==> src/rtl/swl_pkg.sv <==
package swl_pkg;
  localparam int XLEN = 64;
  localparam int WLEN = 32;
  localparam int RIDX = 5;
  localparam int DSW  = 14;

  typedef enum logic [1:0] {
    FORM_NONE,
    FORM_DISP,
    FORM_IDX,
    FORM_IDXU
  } form_e;

  typedef enum logic [1:0] {
    ST_IDLE,
    ST_REQ,
    ST_RSP,
    ST_WB
  } state_e;
endpackage

==> src/rtl/swl_decode.sv <==
module swl_decode
  import swl_pkg::*;
#(
  parameter int IW  = 32,
  parameter int RW  = RIDX,
  parameter int DW  = DSW
) (
  input  logic [IW-1:0] insn,
  output form_e         form,
  output logic          dec_illegal,
  output logic          dec_inval,
  output logic [RW-1:0] rt,
  output logic [RW-1:0] ra,
  output logic [RW-1:0] rb,
  output logic [DW-1:0] ds
);
  localparam logic [5:0] OP_DISP = 6'd58;
  localparam logic [5:0] OP_IDX  = 6'd31;
  localparam logic [1:0] SUB_WA  = 2'd2;
  localparam logic [9:0] XO_IDX  = 10'd341;
  localparam logic [9:0] XO_IDXU = 10'd373;

  logic [5:0] opcd;
  logic [1:0] sub2;
  logic [9:0] xo10;
  logic       rc;

  assign opcd = insn[IW-1 -: 6];
  assign rt   = insn[IW-7 -: RW];
  assign ra   = insn[IW-12 -: RW];
  assign rb   = insn[IW-17 -: RW];
  assign ds   = insn[DW+1:2];
  assign sub2 = insn[1:0];
  assign xo10 = insn[10:1];
  assign rc   = insn[0];

  always_comb begin
    form = FORM_NONE;
    if (opcd == OP_DISP && sub2 == SUB_WA) begin
      form = FORM_DISP;
    end else if (opcd == OP_IDX && !rc && xo10 == XO_IDX) begin
      form = FORM_IDX;
    end else if (opcd == OP_IDX && !rc && xo10 == XO_IDXU) begin
      form = FORM_IDXU;
    end
  end

  assign dec_illegal = (form == FORM_NONE);
  assign dec_inval   = (form == FORM_IDXU) && ((ra == '0) || (ra == rt));
endmodule

==> src/rtl/swl_agen.sv <==
module swl_agen #(
  parameter int XW = 64,
  parameter int DW = 14
) (
  input  logic [XW-1:0] base_val,
  input  logic [XW-1:0] index_val,
  input  logic [DW-1:0] ds,
  input  logic          use_disp,
  input  logic          base_zero,
  output logic [XW-1:0] ea
);
  localparam int PAD = XW - DW - 2;

  logic [XW-1:0] base;
  logic [XW-1:0] offset;

  always_comb begin
    base   = base_zero ? '0 : base_val;
    offset = use_disp ? {{PAD{ds[DW-1]}}, ds, 2'b00} : index_val;
    ea     = base + offset;
  end
endmodule

==> src/rtl/swl_load_unit.sv <==
module swl_load_unit
  import swl_pkg::*;
#(
  parameter int XW = XLEN,
  parameter int WW = WLEN,
  parameter int RW = RIDX
) (
  input  logic          clk,
  input  logic          rst_n,
  input  logic          insn_valid,
  input  logic [31:0]   insn,
  output logic [RW-1:0] rf_ra_idx,
  output logic [RW-1:0] rf_rb_idx,
  input  logic [XW-1:0] ra_data,
  input  logic [XW-1:0] rb_data,
  output logic          mem_req_valid,
  input  logic          mem_req_ready,
  output logic [XW-1:0] mem_addr,
  input  logic          mem_rsp_valid,
  input  logic [WW-1:0] mem_rsp_data,
  output logic          wr_t_en,
  output logic [RW-1:0] wr_t_addr,
  output logic [XW-1:0] wr_t_data,
  output logic          wr_a_en,
  output logic [RW-1:0] wr_a_addr,
  output logic [XW-1:0] wr_a_data,
  output logic          busy,
  output logic          illegal,
  output logic          invalid_form
);
  localparam int EXT = XW - WW;

  form_e         dec_form;
  logic          dec_illegal;
  logic          dec_inval;
  logic [RW-1:0] dec_rt;
  logic [RW-1:0] dec_ra;
  logic [RW-1:0] dec_rb;
  logic [DSW-1:0] dec_ds;
  logic [XW-1:0] ea;

  state_e        state_q, state_d;
  logic [XW-1:0] addr_q, addr_d;
  logic [XW-1:0] data_q, data_d;
  logic [RW-1:0] rt_q, rt_d;
  logic [RW-1:0] ra_q, ra_d;
  logic          upd_q, upd_d;
  logic          ill_q, ill_d;
  logic          inv_q, inv_d;
  logic          accept;

  swl_decode #(.IW(32), .RW(RW), .DW(DSW)) u_decode (
    .insn        (insn),
    .form        (dec_form),
    .dec_illegal (dec_illegal),
    .dec_inval   (dec_inval),
    .rt          (dec_rt),
    .ra          (dec_ra),
    .rb          (dec_rb),
    .ds          (dec_ds)
  );

  swl_agen #(.XW(XW), .DW(DSW)) u_agen (
    .base_val  (ra_data),
    .index_val (rb_data),
    .ds        (dec_ds),
    .use_disp  (dec_form == FORM_DISP),
    .base_zero ((dec_ra == '0) && (dec_form != FORM_IDXU)),
    .ea        (ea)
  );

  assign rf_ra_idx = dec_ra;
  assign rf_rb_idx = dec_rb;
  assign accept    = insn_valid && (state_q == ST_IDLE);

  always_comb begin
    state_d = state_q;
    addr_d  = addr_q;
    data_d  = data_q;
    rt_d    = rt_q;
    ra_d    = ra_q;
    upd_d   = upd_q;
    ill_d   = accept && dec_illegal;
    inv_d   = accept && !dec_illegal && dec_inval;
    case (state_q)
      ST_IDLE: begin
        if (accept && !dec_illegal && !dec_inval) begin
          state_d = ST_REQ;
          addr_d  = ea;
          rt_d    = dec_rt;
          ra_d    = dec_ra;
          upd_d   = (dec_form == FORM_IDXU);
        end
      end
      ST_REQ: begin
        if (mem_req_ready) state_d = ST_RSP;
      end
      ST_RSP: begin
        if (mem_rsp_valid) begin
          state_d = ST_WB;
          data_d  = {{EXT{mem_rsp_data[WW-1]}}, mem_rsp_data};
        end
      end
      ST_WB:   state_d = ST_IDLE;
      default: state_d = ST_IDLE;
    endcase
  end

  always_ff @(posedge clk or negedge rst_n) begin
    if (!rst_n) begin
      state_q <= ST_IDLE;
      addr_q  <= '0;
      data_q  <= '0;
      rt_q    <= '0;
      ra_q    <= '0;
      upd_q   <= 1'b0;
      ill_q   <= 1'b0;
      inv_q   <= 1'b0;
    end else begin
      state_q <= state_d;
      addr_q  <= addr_d;
      data_q  <= data_d;
      rt_q    <= rt_d;
      ra_q    <= ra_d;
      upd_q   <= upd_d;
      ill_q   <= ill_d;
      inv_q   <= inv_d;
    end
  end

  assign mem_req_valid = (state_q == ST_REQ);
  assign mem_addr      = addr_q;
  assign wr_t_en       = (state_q == ST_WB);
  assign wr_t_addr     = rt_q;
  assign wr_t_data     = data_q;
  assign wr_a_en       = (state_q == ST_WB) && upd_q;
  assign wr_a_addr     = ra_q;
  assign wr_a_data     = addr_q;
  assign busy          = (state_q != ST_IDLE);
  assign illegal       = ill_q;
  assign invalid_form  = inv_q;

  AST_REQ_HOLD: assert property (@(posedge clk) disable iff (!rst_n)
    mem_req_valid && !mem_req_ready |=> mem_req_valid && $stable(mem_addr));

  AST_WB_AFTER_RSP: assert property (@(posedge clk) disable iff (!rst_n)
    wr_t_en |-> $past(mem_rsp_valid));

  AST_SEXT_UPPER: assert property (@(posedge clk) disable iff (!rst_n)
    wr_t_en |-> wr_t_data[XW-1:WW] == {EXT{wr_t_data[WW-1]}});

  AST_UPD_PAIRED: assert property (@(posedge clk) disable iff (!rst_n)
    wr_a_en |-> wr_t_en && (wr_a_addr != '0) && (wr_a_addr != wr_t_addr));

  AST_FLAG_IDLE: assert property (@(posedge clk) disable iff (!rst_n)
    (illegal || invalid_form) |-> !busy && !mem_req_valid && !wr_t_en);

  AST_SINGLE_WB: assert property (@(posedge clk) disable iff (!rst_n)
    wr_t_en |=> !wr_t_en);
endmodule

==> config.mk <==
export PLATFORM = sky130hd
export DESIGN_NAME = swl_load_unit
export DESIGN_NICKNAME = d
export VERILOG_FILES = /design/src/rtl/swl_pkg.sv /design/src/rtl/swl_decode.sv /design/src/rtl/swl_agen.sv /design/src/rtl/swl_load_unit.sv
export SDC_FILE = /design/constraint.sdc
export NUM_CORES = 1
export LEC_CHECK = 0
export ABC_CLOCK_PERIOD_IN_PS = 2620
export BUFFER_PORTS_ARGS = -buffer_cell sky130_fd_sc_hd__buf_2
export CORE_AREA = 4 4 158 160
export CTS_CLUSTER_DIAMETER = 120
export DETAILED_ROUTE_END_ITERATION = 10
export DIE_AREA = 0 0 162 164
export GPL_TIMING_DRIVEN = 0
export PLACE_DENSITY = 0.71
export SLEW_MARGIN = 25
export SYNTH_ARGS = -nofsm -noshare
export SYNTH_HDL_FRONTEND = slang
export SYNTH_SLANG_ARGS = --single-unit
export TNS_END_PERCENT = 100
==> constraint.sdc <==
create_clock -name clk -period 2.62 [get_ports clk]
set_input_delay 0.393 -clock clk [delete_from_list [all_inputs] [get_ports clk]]
set_output_delay 0.393 -clock clk [all_outputs]
set_load 0.005 [all_outputs]
==> results of run 1 <==
## critical path, delay by kind of cell
kind                       cells  cell delay [ns]
and+or+nand+nor                7             1.52
xor gates and xnor gates       1             0.26
AOI/OAI and AO/OA              9             1.64
adders and majority gates      1             0.39
buffers and inverters          2             0.25
## worst paths after layout
check | start | to | slack [ns] | depth (start not counted)
hold reg to reg | wr_t_data[20] | wr_t_data[20] | 0.50 | 1
setup reg to reg | state_q[0] | wr_t_data[10] | 0.60 | 5
min in group asynchronous | rst_n | wr_t_data[18] | 0.53 | 2
setup / recovery | insn[0] | mem_addr[62] | -1.66 | 20
max in group asynchronous | rst_n | mem_addr[9] | 1.42 | 3
hold / removal | mem_rsp_data[21] | wr_t_data[21] | 0.26 | 2
## metal layers
metal / track usage [%] / vias to the layer above
li1: - / 4854
met1: 30.6 / 4935
met2: 45.8 / 416
met3: 3.61 / 91
met4: 9.46 / 2
met5: 0 / -
## repair_timing
item	CTS	global route
pin swaps	77	92
gates cloned	4	0
buffers inserted	54	51
hold endpoints to repair	31	0
resized for setup	161	140
endpoints found under the setup margin	76	76
hold buffers	1	0
## flip-flops by register name, summed over array words and instances (netlist names)
| register | flops |
|---|---|
| mem_addr | 64 |
| state_q | 2 |
| wr_a_addr | 5 |
| upd_q | 1 |
| invalid_form | 1 |
| wr_t_data | 32 |
| wr_t_addr | 5 |
| illegal | 1 |
## kinds of logic (layout without fill, tap and decap cells)
family	Yosys count	after routing	synth area share, %
compound gates	338	338	23.7
xor+xnor	67	67	6.01
fa+ha+maj	69	69	8.92
buf+inv	184	709	11.3
flops	111	111	28.5
mux	63	63	7.25
simple gates	279	280	14.3
## through the flow
stage | std cells | area [µm²] | worst slack, ns | utilization (%)
after floorplan | 1111 | 10200 | -1.42 | -
after global placement | 1844 | 12700 | -2.52 | 54.1
after detailed placement | 1845 | 12700 | -2.63 | 54.2
after CTS | 1918 | 14200 | -1.72 | 60.6
after global routing | 1956 | 15000 | -1.81 | 64.3
final | 1956 | 15000 | -1.66 | 64.3
## final cells by class
| type | count | share of cell area, % |
|---|---|---|
| well taps | 319 | 2.65 |
| repair buffers | 515 | 20.0 |
| plain buffers | 150 | 7.77 |
| inverters | 28 | 0.698 |
| clock inverters | 6 | 0.407 |
| multi-input cells | 817 | 48.4 |
| clock buffers | 10 | 1.59 |
| flip-flops and latches | 111 | 18.5 |
## placed cells by master (no fill, tap or decap), drive strengths merged, types with 4 or more instances in the layout
cell type  synthesis  routed
nand4             14      14
and2              69      69
nor2b              7       7
nor4               4       4
nor3              11      11
a21o              86      86
o21ai            102     102
mux2              62      62
clkbuf            32      36
nand2            112     113
nand3             10      10
nand2b             5       5
a31oi             14      14
and3               6       6
a21oi             72      72
o2111ai            4       4
a211oi             4       4
a41oi              6       6
inv               28      31
xnor2             38      38
ha                68      68
o211ai             4       4
nor2              29      29
buf              124     638
o31ai              7       7
o21bai            12      12
dfrtp            111     111
xor2              29      29
a21boi             4       4
## synth_stat cells, drive strengths merged, types with 3 or more instances
| library cell | number |
|---|---|
| dfrtp | 111 |
| nand4 | 14 |
| nand3 | 10 |
| and2 | 69 |
| o21a | 3 |
| o21bai | 12 |
| a21boi | 4 |
| ha | 68 |
| nand2 | 112 |
| nand3b | 3 |
| a211oi | 4 |
| o31ai | 7 |
| a31oi | 14 |
| nand2b | 5 |
| a21oi | 72 |
| xor2 | 29 |
| inv | 28 |
| nor2b | 7 |
| a21o | 86 |
| o2111ai | 4 |
| a41oi | 6 |
| o21ai | 102 |
| clkbuf | 32 |
| o211ai | 4 |
| o22ai | 3 |
| and3 | 6 |
| nor2 | 29 |
| a221oi | 3 |
| nor4 | 4 |
| xnor2 | 38 |
| mux2 | 62 |
| buf | 124 |
| nor3 | 11 |
## power groups by stage
stage,registers [mW],clock network [mW],logic (mW)
final,2.27,1.40,3.93
after global routing,2.32,1.50,4.23
after CTS,2.27,1.43,3.64
after detailed placement,2.30,0,3.31
after global placement,2.28,0,3.26
after floorplan,2.31,0,2.02
==> results.sh, run 1 <==
export IMPL_finalSetupViolCount=61
export IMPL_drive_gt1_share_pct=56.4
export IMPL_ios=415
export IMPL_cts_buffers_inserted=9
export IMPL_critPathSlowestCell="or4b_4"
export IMPL_synth_yosys_seq_area_share_pct=28.5
export IMPL_final_period_utilization_pct=163
export IMPL_number_of_distinct_library_cells_after_synthesis=75
export IMPL_core_area_mm2=0.0234
export IMPL_drv_slew=0
export IMPL_global_route_wire_length_before_repair_um=53600
export IMPL_chipHeight_um=164
export IMPL_crit_fanout=6
export IMPL_share_clk_of_total_power_pct=18.5
export IMPL_timing_critical_path_arrival_ns=4.50
export IMPL_mappedNetlistArea_mm2=0.00976
export IMPL_run_status="complete, but fails checks"
export IMPL_tightest_slew_ns=0.944
export IMPL_num_vias=10300
export IMPL_seqPwrFrac_pct=29.8
export IMPL_async_flop_share_pct=100
export IMPL_ctsRootBufferMaster="clkbuf_16"
export IMPL_remaining_drc_errors=0
export IMPL_sink_count=111
export IMPL_antenna_found_initial=1
export IMPL_grt_remaining_overflow=0
export IMPL_final_setup_worst_slack_ns=-1.66
export IMPL_synth_yosys_warnings=0
export IMPL_top_flip_flop_cell_by_instance_count_after_synthesis="dfrtp_1"
export IMPL_yosysTopAreaCellShare_pct=28.5
export IMPL_max_vdd_ir_drop_mv=0.429
export IMPL_met3RoutedLength_um=2260
export IMPL_worst_path_clk_slew_ns=0.08
export IMPL_holdCritPathClass="in2reg"
export IMPL_synth_net_count=1377
export IMPL_worst_path_largest_cell_delay_ns=0.60
export IMPL_drtIter0Drc=609
export IMPL_cts_buffer_depth=2
export IMPL_synth_top_area_cells="dfrtp_1 (28%), ha_1 (8.7%), buf_4 (8.2%)"
export IMPL_clock_skew_final_ns=0.0113
export IMPL_layout_area_overhead_vs_synth_pct=54.1
export IMPL_post_route_total_power_mw=7.61
export IMPL_hold_viol=0
export IMPL_globalRouteTotalUtil_pct=25.3
export IMPL_remaining_number_of_nets_flagged_by_the_antenna_check_after_routing=0
export IMPL_power_per_cell_area_mw_per_mm2=506
export IMPL_insertedDiodeCount=0
export IMPL_wirelength_met1_um=14600
export IMPL_endpoint_kind="flip-flop"
export IMPL_design_final_nets=1898
export IMPL_pin_count_of_the_biggest_net_entering_global_routing=64
export IMPL_static_leakage_power_nw=7.86
export IMPL_detailroute_wirelength_met2_um=18800
export IMPL_worst_setup_path_start_kind="input pin"
export IMPL_switching_share_pct=35.9
export IMPL_initial_utilization_pct=41.7
export IMPL_first_pass_iters=7
export IMPL_detail_route_wirelength_um=37000
export IMPL_crit_path_cell_trace="buf_6, nor2b_1, nand4_1, or4b_4, nand3_4, nand2_8, buf_8, and2_1, ha_1, a21oi_1, o21ai_1, a21oi_1, nand3_2, a31oi_2, o21ai_4, a41oi_4, o21ai_2, a31oi_1, xor2_1, o21ai_1"
export IMPL_critical_path_class="in2reg"
export IMPL_req_time_crit_path_ns=2.84
export IMPL_timing_final_crit_period_ns=4.28
export IMPL_gpl_final_weighted_congestion=0.897
export IMPL_synth_cells=1111
export IMPL_postSynthRegisterBits=111
export IMPL_fillerInstances=1962
export IMPL_p_sw_mw=2.73
export IMPL_failed_checks="negative setup slack"
export IMPL_fmax_mhz=234
export IMPL_x_dimension_of_the_die_um=162
export IMPL_grt_setup_unrepaired="true"
export IMPL_multi_input_area_mm2=0.00728
export IMPL_post_synth_top_area_cell="dfrtp_1"
export IMPL_wl_per_cell_um=18.9
export IMPL_dp_hpwl_um=27800
export IMPL_totalNegativeSetupSlack_ns=-71.16
export IMPL_topRoutingLayerUsed="met5"
export IMPL_syn_avg_cell_area_um2=8.79
export IMPL_pwr_share_comb_pct=51.7
export IMPL_synth_edf_count=0
export IMPL_clock_latency_ns=0.36
export IMPL_fp_row_count=56
export IMPL_port_buffers=414
export IMPL_holdWs_ns=0.265
export IMPL_tritoncts_clock_tree="built"
export IMPL_tightest_slew_margin_relative_to_the_limit_pct=37.1
export IMPL_internal_power_mw=4.88
export IMPL_routed_via_count_divided_by_cell_count=5.26
export IMPL_htree_levels=3
export IMPL_regArea_mm2=0.00278
export IMPL_die_area_mm2=0.0266
export IMPL_drv_max_cap_violation_count=0
export IMPL_vias_in_the_first_global_route=10000
Note: power is estimated with default switching activity, not from simulation.
==> run 2: changes to the inputs <==
==> constraint.sdc (replaced) <==
create_clock -name clk -period 2.62 [get_ports clk]
set_input_delay 0.262 -clock clk [delete_from_list [all_inputs] [get_ports clk]]
set_output_delay 0.262 -clock clk [all_outputs]
set_load 0.005 [all_outputs]
==> run 2 against run 1 <==
Effect of this change: the run still ends with negative setup slack left; non-clock buffer count is 35 higher; total power is 3.8% higher; design area is 4.5% higher.
==> results.sh, run 2 (synthesis results as in run 1) <==
export IMPL_run_status="complete, but fails checks"
export IMPL_failed_checks="negative setup slack"
export IMPL_pwr_share_comb_pct=52.8
export IMPL_drtIter0Drc=764
export IMPL_x_dimension_of_the_die_um=162
export IMPL_post_route_total_power_mw=7.90
export IMPL_wl_per_cell_um=19.2
export IMPL_detail_route_wirelength_um=38300
export IMPL_dp_hpwl_um=27600
export IMPL_die_area_mm2=0.0266
export IMPL_chipHeight_um=164
export IMPL_tightest_slew_margin_relative_to_the_limit_pct=38.3
export IMPL_drv_slew=0
export IMPL_final_setup_worst_slack_ns=-1.56
export IMPL_ctsRootBufferMaster="clkbuf_16"
export IMPL_post_place_ws_ns=-2.45
export IMPL_worst_setup_path_start_kind="input pin"
export IMPL_grtUsageMet2_pct=46.4
export IMPL_fmax_mhz=239
export IMPL_max_ffs_per_register=64
export IMPL_clock_skew_final_ns=0.0128
export IMPL_power_per_cell_area_mw_per_mm2=502
export IMPL_num_vias=10600
export IMPL_tightest_slew_ns=0.925
export IMPL_seqPwrFrac_pct=28.8
export IMPL_multi_input_area_mm2=0.00761
export IMPL_globalRouteTotalUtil_pct=26.2
export IMPL_fp_row_count=56
export IMPL_remaining_number_of_nets_flagged_by_the_antenna_check_after_routing=0
export IMPL_mostFrequentLayoutCell="buf_2"
export IMPL_endpoint_kind="flip-flop"
export IMPL_pin_count_of_the_biggest_net_entering_global_routing=68
export IMPL_crit_fanout=8
export IMPL_htree_levels=3
export IMPL_worst_path_clk_slew_ns=0.08
export IMPL_first_pass_iters=5
export IMPL_core_area_mm2=0.0234
export IMPL_timing_critical_path_arrival_ns=4.43
export IMPL_cts_buffers_inserted=9
export IMPL_gr_max_usage_layer="met2"
export IMPL_finalSetupViolCount=61
export IMPL_max_vdd_ir_drop_mv=0.451
export IMPL_hold_viol=0
export IMPL_fillerInstances=1838
export IMPL_cts_buffer_depth=2
export IMPL_switching_share_pct=35.6
export IMPL_initial_utilization_pct=41.7
export IMPL_drv_max_cap_violation_count=0
export IMPL_ios=415
export IMPL_share_clk_of_total_power_pct=18.3
export IMPL_regArea_mm2=0.00278
export IMPL_final_period_utilization_pct=160
export IMPL_critical_path_class="in2reg"
export IMPL_tritoncts_clock_tree="built"
export IMPL_sink_count=111
export IMPL_grt_setup_unrepaired="true"
export IMPL_gr_usage_met1_pct=32.2
export IMPL_highest_count_cells_in_the_layout_ignoring_fill_and_taps="buf_2 (413), buf_4 (198), dfrtp_1 (111)"
export IMPL_clock_latency_ns=0.36
export IMPL_vias_in_the_first_global_route=10300
export IMPL_static_leakage_power_nw=8.17
export IMPL_p_sw_mw=2.81
export IMPL_timing_final_crit_period_ns=4.18
export IMPL_layout_area_overhead_vs_synth_pct=61.1
export IMPL_drive_gt1_share_pct=59.7
export IMPL_grt_remaining_overflow=0
export IMPL_global_route_wire_length_before_repair_um=55400
export IMPL_remaining_drc_errors=0
export IMPL_antenna_found_initial=0
export IMPL_design_final_nets=1933
export IMPL_gpl_final_weighted_congestion=0.925
export IMPL_holdCritPathClass="in2reg"
export IMPL_grtUsageMet3_pct=3.59
export IMPL_port_buffers=414
export IMPL_req_time_crit_path_ns=2.86
export IMPL_internal_power_mw=5.08
export IMPL_placed_area_mm2=0.0127
export IMPL_finalInstanceArea_mm2=0.0157
export IMPL_routed_via_count_divided_by_cell_count=5.31
export IMPL_insertedDiodeCount=0
run 2: cell count changes in the layout (fill, tap and decap cells not counted), moves of 8 or more:
cell     before  now
buf_4       178  198
a21oi_4       8   17
a21oi_1      42   34
o21ai_0      23   11
xnor2_2       9   17
buf_6        32   51
run 2: metrics by stage:
stage               util, %  cells  hold WS, ns  TNS, ns
global route           67.2   1991        0.125   -73.93
finish                 67.2   1991        0.133   -67.98
detailed placement     54.2   1845        0.317  -112.26
global placement       54.0   1844        0.481  -119.03
floorplan                 -   1111      -0.0336   -48.45
CTS                    63.5   1957        0.122   -76.21
run 2: final cells by class:
class	count	area share, %
clock inverters	6	0.477
inverters	28	0.684
plain buffers	148	7.45
clock buffers	10	1.46
repair buffers	552	21.4
flip-flops and latches	111	17.7
well taps	319	2.54
multi-input cells	817	48.4
run 2: final timing paths:
kind / start / endpoint / slack (ns) / depth (start not counted)
max: insn[0] / mem_addr[58] / -1.56 / 22
min: mem_rsp_data[21] / wr_t_data[21] / 0.13 / 2
max reg2reg: state_q[0] / mem_addr[47] / 0.55 / 7
min reg2reg: wr_t_data[7] / wr_t_data[7] / 0.50 / 1
max in group asynchronous: rst_n / wr_t_data[16] / 1.49 / 3
min in group asynchronous: rst_n / wr_t_data[2] / 0.47 / 2
run 2: critical path, stage by stage:
cell       delay, ns
buf_6           0.09
nor2b_1         0.11
nand4_1         0.18
or4b_4          0.62
clkbuf_16       0.22
clkbuf_16       0.18
buf_6           0.12
mux2_4          0.30
ha_4            0.32
nand2_4         0.07
o21ai_2         0.17
a31oi_2         0.15
o21ai_2         0.25
o21ai_2         0.10
buf_6           0.15
o21ai_4         0.22
a41oi_4         0.18
buf_6           0.17
nor2_2          0.09
o22ai_2         0.08
xnor2_1         0.13
mux2_2          0.26
run 2: timing repair:
action,CTS,global route
endpoints found under the setup margin,76,76
endpoints found under the hold margin,66,0
cloned,4,0
pin swaps,115,89
gates resized for setup,246,155
hold buffers,1,0
buffers inserted,99,40
run 2: power by group through the flow:
stage / Sequential, mW / Clock (mW) / Combinational, mW
finish: 2.28 / 1.45 / 4.17
global route: 2.32 / 1.54 / 4.48
CTS: 2.27 / 1.48 / 3.84
detailed placement: 2.30 / 0 / 3.30
global placement: 2.29 / 0 / 3.24
floorplan: 2.31 / 0 / 2.02
run 2: layer usage:
layer / up-vias / part of all wire, %
li1: 4944 / -
met1: 5106 / 40
met3: 79 / 6.1
met2: 452 / 51
met5: - / 0
met4: 0 / 3.1
==> run 3: changes to the inputs <==
Settings changed: CORE_AREA 4 4 158 160 to 4 4 160 162, DIE_AREA 0 0 162 164 to 0 0 164 166, SYNTH_HIERARCHICAL set to 1.
==> run 3 against run 2 <==
Effect of this change: the flow still finishes with violations (negative setup slack); non-clock buffer count decreased by 12; total power decreased by 3.2%; critical endpoint is now mem_addr[53]; count of clock-buffer cells in the layout decreased by 1.
==> results.sh, run 3 <==
export IMPL_run_status="complete, but fails checks"
export IMPL_failed_checks="negative setup slack"
export IMPL_tightest_slew_margin_relative_to_the_limit_pct=64.7
export IMPL_initial_utilization_pct=42.4
export IMPL_crit_reg2reg_launch="state_q[0]"
export IMPL_htree_levels=3
export IMPL_insertedDiodeCount=0
export IMPL_x_dimension_of_the_die_um=164
export IMPL_static_leakage_power_nw=8.23
export IMPL_finalSetupViolCount=62
export IMPL_port_buffers=409
export IMPL_final_period_utilization_pct=162
export IMPL_timing_critical_path_arrival_ns=4.50
export IMPL_sink_count=111
export IMPL_drv_slew=0
export IMPL_req_time_crit_path_ns=2.87
export IMPL_clock_skew_final_ns=0.0210
export IMPL_number_of_distinct_library_cells_after_synthesis=71
export IMPL_postSynthRegisterBits=111
export IMPL_globalRouteTotalUtil_pct=23.9
export IMPL_wl_per_cell_um=17.9
export IMPL_pin_count_of_the_biggest_net_entering_global_routing=52
export IMPL_min_to="wr_t_data[18]"
export IMPL_finalCoreUtilization_pct=63.3
export IMPL_syn_avg_cell_area_um2=9.11
export IMPL_chipHeight_um=166
export IMPL_synth_net_count=1386
export IMPL_totalNegativeSetupSlack_ns=-75.50
export IMPL_holdCritPathClass="in2reg"
export IMPL_min_delay_start="mem_rsp_data[18]"
export IMPL_gpl_final_weighted_congestion=0.900
export IMPL_final_setup_worst_slack_ns=-1.62
export IMPL_fmax_mhz=236
export IMPL_r2r_setup_slack_ns=0.69
export IMPL_cts_buffers_inserted=9
export IMPL_drv_max_cap_violation_count=0
export IMPL_synth_edf_count=0
export IMPL_synth_cells_most_frequent="buf_4 (127), dfrtp_1 (111), mux2_2 (82), o21ai_0 (82), a21oi_1 (80)"
export IMPL_die_area_mm2=0.0272
export IMPL_critical_path_class="in2reg"
export IMPL_cts_buffer_depth=2
export IMPL_hold_path_depth=2
export IMPL_remaining_drc_errors=0
export IMPL_reg2regPathDepth=7
export IMPL_post_place_ws_ns=-2.69
export IMPL_top_flip_flop_cell_by_instance_count_after_synthesis="dfrtp_1"
export IMPL_regArea_mm2=0.00278
export IMPL_tightest_slew_ns=0.529
export IMPL_tritoncts_clock_tree="built"
export IMPL_timing_final_crit_period_ns=4.24
export IMPL_drive_gt1_share_pct=59.6
export IMPL_async_flop_share_pct=100
export IMPL_synth_most_common_cell="buf_4"
export IMPL_ios=415
export IMPL_mostFrequentLayoutCell="buf_2"
export IMPL_finalInstanceArea_mm2=0.0153
export IMPL_vias_in_the_first_global_route=10000
export IMPL_hold_viol=0
export IMPL_highest_count_cells_in_the_layout_ignoring_fill_and_taps="buf_2 (413), buf_4 (201), dfrtp_1 (110)"
export IMPL_endpoint_kind="flip-flop"
export IMPL_post_route_total_power_mw=7.65
export IMPL_multi_input_area_mm2=0.00705
export IMPL_routed_via_count_divided_by_cell_count=5.05
export IMPL_fillerInstances=2025
export IMPL_worst_path_clk_slew_ns=0.10
export IMPL_grt_remaining_overflow=0
export IMPL_crit_fanout=6
export IMPL_drtIter0Drc=430
export IMPL_fp_row_count=57
export IMPL_synth_cells=1121
export IMPL_first_pass_iters=4
export IMPL_dp_hpwl_um=26700
export IMPL_num_vias=9938
export IMPL_clock_latency_ns=0.36
export IMPL_synth_top_area_cells="dfrtp_1 (27%), buf_4 (9.3%), mux2_2 (9.0%)"
export IMPL_synth_yosys_warnings=6
export IMPL_core_area_mm2=0.0241
export IMPL_worst_setup_path_start_kind="input pin"
export IMPL_post_synth_top_area_cell="dfrtp_1"
export IMPL_grt_setup_unrepaired="true"
export IMPL_max_vdd_ir_drop_mv=0.443
export IMPL_max_ffs_per_register=64
export IMPL_ctsRootBufferMaster="clkbuf_16"
export IMPL_global_route_wire_length_before_repair_um=52600
export IMPL_mappedNetlistArea_mm2=0.0102
export IMPL_yosysTopAreaCellShare_pct=27.2
export IMPL_placed_area_mm2=0.0132
export IMPL_design_final_nets=1905
export IMPL_layout_area_overhead_vs_synth_pct=49.5
export IMPL_synth_yosys_seq_area_share_pct=27.2
export IMPL_antenna_found_initial=1
export IMPL_remaining_number_of_nets_flagged_by_the_antenna_check_after_routing=0
export IMPL_detail_route_wirelength_um=35200
export IMPL_power_per_cell_area_mw_per_mm2=501
export IMPL_r2r_end="mem_addr[2]"
==> run 3: cell count changes after synthesis, moves of 5 or more <==
cell and delta:
buf_1 -7, a21oi_1 +13, buf_6 +5, nand2_1 -61
nor2b_1 +68, mux2_4 +38, and2_1 -64, a21o_1 -51
inv_1 +41, buf_4 +21, o21ai_1 -12, mux2_2 +20
==> run 3: through the flow <==
step	instances	hold slack [ns]
after CTS	1940	0.128
after detailed placement	1856	0.130
after global routing	1969	0.119
after floorplan	1121	-0.0336
after global placement	1854	0.456
final	1969	0.141
==> run 3: logic make-up after synthesis <==
family | after synthesis | share of synthesized area (%)
fa+ha+maj | 68 | 8.41
xor+xnor | 67 | 5.75
flops | 111 | 27.2
compound gates | 269 | 16.4
simple gates | 237 | 13.1
mux | 120 | 14.6
buf+inv | 249 | 14.5
==> run 3: cell type report <==
class                   count  share of cell area (%)
repair buffers            523                    20.7
clock buffers               9                    1.48
multi-input cells         761                    46.2
flip-flops and latches    111                    18.2
clock inverters             7                   0.566
well taps                 324                    2.66
inverters                  69                    1.70
plain buffers             165                    8.54
==> run 3: repair_timing <==
action | in CTS | in global routing
hold endpoints to repair | 21 | 0
hold buffers | 1 | 0
gates resized for setup | 119 | 105
gates cloned | 3 | 0
setup endpoints to repair | 63 | 63
setup buffers | 73 | 39
pin swaps | 69 | 72
==> run 3: where the power goes <==
part	internal, mW	total (mW)	switching, mW
logic	2.22	3.90	1.68
registers	2.05	2.30	0.251
clock network	0.689	1.45	0.760
==> run 3: layer usage <==
layer,vias to the layer above,global-route usage [%],share of wire (%)
met1,4707,29.0,41
met2,338,43.0,51
met3,71,3.62,5.5
met5,-,0,0.037
li1,4820,-,-
met4,2,8.02,3.3
==> run 3: how the worst max path moves through the flow <==
stage,start,to,slack [ns],cells past startpoint
after global placement,insn[8],mem_addr[61],-2.67,21
final,insn[10],mem_addr[53],-1.62,23
after global routing,insn[4],mem_addr[53],-1.72,23
after CTS,insn[31],mem_addr[62],-1.58,23
after detailed placement,insn[8],mem_addr[61],-2.69,22
after floorplan,insn[8],mem_addr[62],-1.54,21
==> run 3: worst max-delay path: stages <==
cell	delay (ns)
buf_2	0.10
nand4bb_1	0.24
nor4_4	0.25
buf_6	0.16
nand2_4	0.05
nand2_2	0.07
nor2b_4	0.21
clkbuf_16	0.19
clkbuf_16	0.15
mux2_4	0.32
ha_4	0.23
nand4_1	0.14
buf_4	0.13
o31ai_2	0.06
a31oi_2	0.21
o21ai_2	0.11
o211ai_1	0.34
nand3_2	0.21
a21bo_4	0.27
a41o_1	0.23
buf_4	0.15
xor2_1	0.13
mux2_2	0.26
